$ cat config.mk
export PLATFORM = sky130hd
export DESIGN_NAME = ham_corrector
export DESIGN_NICKNAME = d
export VERILOG_FILES = /design/src/rtl/ham_pkg.sv /design/src/rtl/ham_syndrome.sv /design/src/rtl/ham_fix.sv /design/src/rtl/ham_extract.sv /design/src/rtl/ham_encoder.sv /design/src/rtl/ham_corrector.sv
export SDC_FILE = /design/constraint.sdc
export NUM_CORES = 1
export LEC_CHECK = 0
export ABC_CLOCK_PERIOD_IN_PS = 1890
export BUFFER_PORTS_ARGS = -buffer_cell sky130_fd_sc_hd__buf_2
export CAP_MARGIN = 20
export CORE_ASPECT_RATIO = 0.5
export CORE_MARGIN = 5
export CORE_UTILIZATION = 49
export DETAILED_ROUTE_END_ITERATION = 7
export GPL_TIMING_DRIVEN = 0
export PLACE_DENSITY = 0.81
export SLEW_MARGIN = 20
export SYNTH_ARGS = -nofsm -noshare
export SYNTH_HDL_FRONTEND = slang
export SYNTH_SLANG_ARGS = --single-unit
$ cat constraint.sdc
create_clock -name clk -period 1.89 [get_ports clk]
set_input_delay 0.0945 -clock clk [delete_from_list [all_inputs] [get_ports clk]]
set_output_delay 0.0945 -clock clk [all_outputs]
set_load 0.01 [all_outputs]
$ cat src/rtl/ham_pkg.sv
package ham_pkg;

    localparam int unsigned CHK_W  = 4;
    localparam int unsigned WORD_W = 13;
    localparam int unsigned DATA_W = WORD_W - CHK_W;

    typedef logic [WORD_W-1:0] word_t;
    typedef logic [DATA_W-1:0] data_t;
    typedef logic [CHK_W-1:0]  synd_t;

    typedef struct packed {
        word_t word;
        data_t data;
        synd_t synd;
        logic  err;
        logic  uncorr;
    } fix_res_t;

    // Mask of the positions covered by check group k (position p at bit p-1)
    function automatic word_t group_mask(int unsigned k);
        word_t m;
        m = '0;
        for (int unsigned p = 1; p <= WORD_W; p++) begin
            if (((p >> k) & 32'd1) != 32'd0) m[p-1] = 1'b1;
        end
        return m;
    endfunction

    function automatic logic is_check_pos(int unsigned p);
        return ((p & (p - 32'd1)) == 32'd0);
    endfunction

    // Position (1-based) carrying data bit i, data positions in ascending order
    function automatic int unsigned data_pos(int unsigned i);
        int unsigned n;
        int unsigned r;
        n = 0;
        r = 0;
        for (int unsigned p = 1; p <= WORD_W; p++) begin
            if (!is_check_pos(p)) begin
                if (n == i) r = p;
                n++;
            end
        end
        return r;
    endfunction

endpackage

$ cat src/rtl/ham_syndrome.sv
module ham_syndrome
    import ham_pkg::*;
(
    input  word_t word_i,
    output synd_t synd_o
);
    for (genvar k = 0; k < CHK_W; k++) begin : g_grp
        localparam word_t MASK = group_mask(k);
        // odd parity expected: an even group count flags the group
        assign synd_o[k] = ~(^(word_i & MASK));
    end
endmodule

$ cat src/rtl/ham_fix.sv
module ham_fix
    import ham_pkg::*;
(
    input  word_t word_i,
    input  synd_t synd_i,
    output word_t word_o,
    output logic  err_o,
    output logic  uncorr_o
);
    word_t flip;

    for (genvar p = 1; p <= WORD_W; p++) begin : g_pos
        assign flip[p-1] = (synd_i == synd_t'(p));
    end

    assign word_o   = word_i ^ flip;
    assign err_o    = (synd_i != '0);
    assign uncorr_o = (synd_i > synd_t'(WORD_W));
endmodule

$ cat src/rtl/ham_extract.sv
module ham_extract
    import ham_pkg::*;
(
    input  word_t word_i,
    output data_t data_o
);
    for (genvar i = 0; i < DATA_W; i++) begin : g_dat
        localparam int unsigned POS = data_pos(i);
        assign data_o[i] = word_i[POS-1];
    end
endmodule

$ cat src/rtl/ham_encoder.sv
module ham_encoder
    import ham_pkg::*;
(
    input  data_t data_i,
    output word_t word_o
);
    word_t placed;
    synd_t chk;

    always_comb begin
        placed = '0;
        for (int unsigned i = 0; i < DATA_W; i++) begin
            placed[data_pos(i)-1] = data_i[i];
        end
    end

    for (genvar k = 0; k < CHK_W; k++) begin : g_chk
        localparam word_t MASK = group_mask(k);
        assign chk[k] = ~(^(placed & MASK));
    end

    always_comb begin
        word_o = placed;
        for (int unsigned k = 0; k < CHK_W; k++) begin
            word_o[(1 << k) - 1] = chk[k];
        end
    end
endmodule

$ cat src/rtl/ham_corrector.sv
module ham_corrector
    import ham_pkg::*;
(
    input  logic        clk,
    input  logic        rst,
    input  logic [8:0]  enc_data_i,
    output logic [12:0] enc_word_o,
    input  logic        rx_valid_i,
    input  logic [12:0] rx_word_i,
    output logic        out_valid_o,
    output logic [12:0] fix_word_o,
    output logic [8:0]  fix_data_o,
    output logic [3:0]  syndrome_o,
    output logic        err_o,
    output logic        uncorr_o
);
    fix_res_t res_d;
    fix_res_t res_q;
    logic     vld_q;

    ham_encoder u_enc (
        .data_i (enc_data_i),
        .word_o (enc_word_o)
    );

    ham_syndrome u_syn (
        .word_i (rx_word_i),
        .synd_o (res_d.synd)
    );

    ham_fix u_fix (
        .word_i   (rx_word_i),
        .synd_i   (res_d.synd),
        .word_o   (res_d.word),
        .err_o    (res_d.err),
        .uncorr_o (res_d.uncorr)
    );

    ham_extract u_ext (
        .word_i (res_d.word),
        .data_o (res_d.data)
    );

    always_ff @(posedge clk) begin
        if (rst) begin
            res_q <= '0;
            vld_q <= 1'b0;
        end else begin
            vld_q <= rx_valid_i;
            if (rx_valid_i) res_q <= res_d;
        end
    end

    assign out_valid_o = vld_q;
    assign fix_word_o  = res_q.word;
    assign fix_data_o  = res_q.data;
    assign syndrome_o  = res_q.synd;
    assign err_o       = res_q.err;
    assign uncorr_o    = res_q.uncorr;
endmodule

==> flow_summary.toml, run 1 <==
[clock_tree]
clock_latency_ps = 260
post_cts_buffers = 0
cts_tree = "yes"
clock_sinks = 20
cts_buffer_depth = 2
cts_root_buf = "clkbuf_8"
htreeDepth = 1
postCtsResizedCells = 0
clk_pin_slew_worst_paths_ps = 80
cts_buffers = 3
cts-hold-fix-buffers = 0

[detailed_routing]
drc = 0
top_layer = "met4"
dr.pass1.iters = 4
via_per_inst = 5.751
drtIter0Drc = 228
dr_wl_met2_um = 2168
wl_met3_um = 455
wl_per_cell_um = 16.22
ant_nets = 0
routed_wirelength_um = 4689
vias = 1662
wl_met1_um = 1949

[logic_synthesis]
syn_inst = 178
syn_avg_cell_area_um2 = 9.370
ys_seq_area_share_pct = 24.01
yosysMostFrequentCell = "buf_4"
synth_top_cell_by_area = "dfxtp_1"
synth_common_cells = "buf_4 (22), dfxtp_1 (20), nor2_1 (18), xnor2_1 (17)"
synth_area_leaders = "dfxtp_1 (24%), buf_4 (9.9%), xnor3_1 (9.5%), xnor2_1 (8.9%), a41oi_1 (6.8%)"
synth-async-reset-ratio_pct = 0
ys_seq_elements = 20
synth_fp_nets = 203
synth_cell_types = 22
syn_area_um2 = 1668
synth_ff_type = "dfxtp_1"
synth-edff-count = 0
yosysWarnings = 0
synth_top_area_share_pct = 24.01

[setup_path]
required_ps = 2030
crit_type = "primary input to flip-flop"
end_kind = "flip-flop"
path_max_fanout = 10
cp_common_cell = "buf_2"
critPathMaxStageDelay_ps = 430
arrival_ps = 1820
slowest_stage = "xnor3_1"
crit_chain = "buf_2, xnor2_1, xnor3_1, buf_2, a41oi_1, a2111oi_0"
worst_setup_path_start_kind = "primary input"

[die]
io_pins = 67
coreArea_um2 = 3359
die_w_um = 92.51
start_util_pct = 49.65
fp.dieH_um = 51.26
die_area_um2 = 4741
core.rowCount = 15

[power_and_ir_drop]
p_leak_nw = 0.9890
powerDensity_nw_per_um2 = 868.1
pwr-share-comb_pct = 49.1
p_clk_share_pct = 24.2
pwr-share-seq_pct = 26.7
switchingPower_mw = 0.6978
switching_share_pct = 37.97
intPower_mw = 1.140
ir_drop_v = 0.0004655
p_total_mw = 1.838

[run_status]
status = "completed"

[placed_design]
dp.final_hpwl_um = 3495
place_ws_ps = -83.99
gp_congestion = 0.8912
port-buffer-count = 65
dp.cells = 285
placed_area_um2 = 2046

[timing]
worstMarginPinSlew_ps = 502.4
setup_viol = 0
worst_slack_ps = 207.6
relSlewSlack_pct = 66.51
fmax_mhz = 594.4
whs_ps = 163.8
slew_viol_final = 0
period_needed_ps = 1682
post-route-period-util_pct = 89.01
timing.setup.tns_ps = 0
skew_ps = 0
rsz0062_at_grt = "no"
hold_violations = 0

[finish]
post-route-util_pct = 63.02
final_area_um2 = 2117
layout.nets = 273
stdcell_count = 289
drive_above_1_share_pct = 40.08
diodes = 0
synthToLayoutAreaGrowth_pct = 26.93

[global_route]
grt_first_pass_wirelength_um = 7465
gr-usage-all-layers_pct = 19.66
antenna_found_initial = 0
grt_pass1_vias = 1559
overflow = 0
grt_max_degree = 13

[worst_hold_path]
worst_hold_path_type = "primary input to flip-flop"

[flow_run]
cap_violations = 0
[power by group through the flow]
stage	Combinational, mW	Sequential [mW]	Clock, mW
detailed placement	0.879	0.501	0
finish	0.903	0.491	0.444
CTS	0.889	0.491	0.449
floorplan	0.591	0.521	0
global route	0.962	0.498	0.465
global placement	0.860	0.499	0
[per-layer routing]
layer  up-vias  GRT usage (%)
met2        95          33.37
li1        774              -
met1       775          24.55
met3        18          4.412
met4         0          7.635
met5         -              0
[state kept, by name (all words and copies together), names as in the netlist]
| signal | cells |
|---|---|
| syndrome_o | 4 |
| out_valid_o | 1 |
| err_o | 1 |
| uncorr_o | 1 |
| fix_word_o | 13 |
[cell families after synthesis]
kind of cell | Yosys count | share of synthesized area, %
simple gates | 61 | 20.18
buf+inv | 33 | 13.05
xor+xnor | 32 | 25.43
compound gates | 29 | 15.53
flops | 20 | 24.01
mux | 3 | 1.801
[area by class of cell]
class | count | area, µm²
repair buffers | 65 | 325.3
clock inverters | 1 | 30.03
plain buffers | 33 | 217.7
fillers | 303 | 1242
clock buffers | 3 | 41.29
multi-input cells | 125 | 1050
flip-flops and latches | 20 | 400.4
well taps | 42 | 52.55
[critical path, delay by kind of cell]
kind | cells | cell delay [ps]
buf+inv | 2 | 420
compound gates | 2 | 520
xor+xnor | 2 | 780
[placed cells by master (no fill, tap or decap)]
master     instances
a2111oi_0          4
a2111oi_1          9
a211oi_1           2
a21oi_1            1
a41oi_1           13
and2_1            13
buf_2             68
buf_4             22
buf_6              1
bufinv_16          1
clkbuf_1           7
clkbuf_8           3
dfxtp_1           20
mux2i_1            3
nand2b_1          14
nand4_1            1
nor2_1            18
nor2b_1            1
nor4_1            14
xnor2_1           17
xnor2_2            2
xnor3_1            7
xor2_1             4
xor3_2             2
[worst paths after layout]
path             startpoint        endpoint  slack [ps]  cells past startpoint
max            rx_word_i[9]   fix_word_o[9]         210                      6
min            rx_word_i[1]   fix_word_o[1]         160                      3
max reg2reg  fix_word_o[11]  fix_word_o[11]         940                      2
min reg2reg   syndrome_o[0]   syndrome_o[0]         490                      2
No activity file was read; power rests on OpenSTA's default activity.
==> run 2: changes to the inputs <==
Settings changed: BUFFER_PORTS_ARGS -buffer_cell sky130_fd_sc_hd__buf_2 to -buffer_cell sky130_fd_sc_hd__clkbuf_2.
==> run 2 against run 1 <==
Compared with the run above:
- wire length is 4.3% lower
- worst hold slack improved by 6.2 ps
- register-to-register slack barely moved
- critical path type unchanged
- critical endpoint is now fix_word_o[7]
==> flow_summary.toml, run 2 (synthesized netlist as in run 1, its figures left out) <==
[run_status]
status = "completed"

[setup_path]
required_ps = 2010
crit_cells = 6
critPathMaxStageDelay_ps = 410
crit_buf_inv = 2
r2r_cells = 2
rrSetupSlack_ps = 930
crit_chain = "clkbuf_2, xnor2_1, xnor3_1, buf_4, a41oi_1, a2111oi_0"
worst_setup_path_start_kind = "primary input"
timing.rr.end = "fix_word_o[7]"
setup.worst_path.start = "rx_word_i[5]"
worstReg2RegStart = "fix_word_o[7]"
path_max_fanout = 10
slowest_stage = "a2111oi_0"
arrival_ps = 1770
cp_top_family = "XOR/XNOR gates"
end_kind = "flip-flop"
crit_type = "primary input to flip-flop"
crit_end = "fix_word_o[7]"

[power_and_ir_drop]
ir_drop_v = 0.0005098
p_leak_nw = 0.9843
powerDensity_nw_per_um2 = 858.9

[clock_tree]
clock_sinks = 20
cts_buffers = 3
cts-hold-fix-buffers = 0
cts_tree = "yes"
cts_root_buf = "clkbuf_8"
postCtsResizedCells = 0
cts_buffer_depth = 2
post_cts_buffers = 0
clock_latency_ps = 260
clk_pin_slew_worst_paths_ps = 80
htreeDepth = 1

[detailed_routing]
vias = 1613
routed_wirelength_um = 4486
drc = 0
dr.pass1.iters = 4
drtIter0Drc = 184
ant_nets = 0
via_per_inst = 5.581
wl_per_cell_um = 15.52

[placed_design]
port-buffer-count = 65
gp_congestion = 0.8925
place_ws_ps = -20.68
dp.final_hpwl_um = 3467

[die]
fp.dieH_um = 51.26
coreArea_um2 = 3359
io_pins = 67
core.rowCount = 15
die_area_um2 = 4741
die_w_um = 92.51
start_util_pct = 49.65

[global_route]
overflow = 0
grt_pass1_vias = 1532
gr-usage-all-layers_pct = 19.07
grt_first_pass_wirelength_um = 7279
grt_max_degree = 13
antenna_found_initial = 0

[timing]
relSlewSlack_pct = 67.33
worstMarginPinSlew_ps = 490.1
hold_violations = 0
worst_slack_ps = 245.1
rsz0062_at_grt = "no"
post-route-period-util_pct = 87.03
skew_ps = 0
period_needed_ps = 1645
fmax_mhz = 607.9
slew_viol_final = 0
timing.setup.tns_ps = 0
setup_viol = 0
whs_ps = 170.0

[worst_hold_path]
min_from = "rx_word_i[0]"
worst_hold_path_type = "primary input to flip-flop"

[finish]
synthToLayoutAreaGrowth_pct = 26.93
largest_reg_flops = 13
diodes = 0
final_cell_mix = "clkbuf_2 (65), buf_4 (22), dfxtp_1 (20), nor2_1 (18), xnor2_1 (17)"
drive_above_1_share_pct = 40.08
layout.nets = 273
final_common_cell = "clkbuf_2"

[flow_run]
cap_violations = 0
run 2: cell count changes in the layout (fill, tap and decap cells not counted):
cell / change
buf_2: -65
clkbuf_2: +65
run 2: worst min-delay path by stage:
stage	endpoint	cells past startpoint
floorplan	enc_word_o[1]	1
global placement	fix_word_o[1]	3
detailed placement	fix_word_o[1]	3
CTS	fix_word_o[1]	3
global route	fix_word_o[0]	3
finish	fix_word_o[0]	3
run 2: routing by layer:
| layer | vias up | share of wire, % | wire length [µm] | global-route usage (%) |
|---|---|---|---|---|
| met3 | 6 | 12 | 556 | 4.265 |
| li1 | 774 | - | - | - |
| met2 | 98 | 48 | 2153 | 33.01 |
| met4 | 0 | 1.1 | 48 | 5.172 |
| met1 | 735 | 38 | 1726 | 24.15 |
| met5 | - | 0 | 0 | 0 |
run 2: cell type report:
cell class              count  area, µm²
flip-flops and latches     20      400.4
fillers                   283       1242
repair buffers             65      325.3
clock inverters             1      30.03
clock buffers               3      41.29
plain buffers              33      217.7
multi-input cells         125       1050
well taps                  42      52.55
run 2: through the flow:
| stage | std cells | total power [mW] | utilization (%) | cell area (µm²) |
|---|---|---|---|---|
| finish | 289 | 1.818 | 63.02 | 2117 |
| global route | 289 | 1.918 | 63.02 | 2117 |
| CTS | 289 | 1.816 | 63.02 | 2117 |
| detailed placement | 285 | 1.378 | 60.89 | 2046 |
| global placement | 285 | 1.361 | 60.89 | 2046 |
| floorplan | 178 | 1.113 | - | 1668 |
run 2: power by group:
part           leakage, nW  switching [mW]  internal (mW)
registers            0.166          0.0262          0.466
clock network       0.0357           0.151          0.283
logic                0.783           0.503          0.389
total                0.984           0.680           1.14
run 2: worst register-to-register path: cells and delay by family (launching register included):
kind / cells / cell delay [ps]
AO/OA/AOI/OAI: 1 / 440
flip-flops: 1 / 340
AND/OR/NAND/NOR: 1 / 50
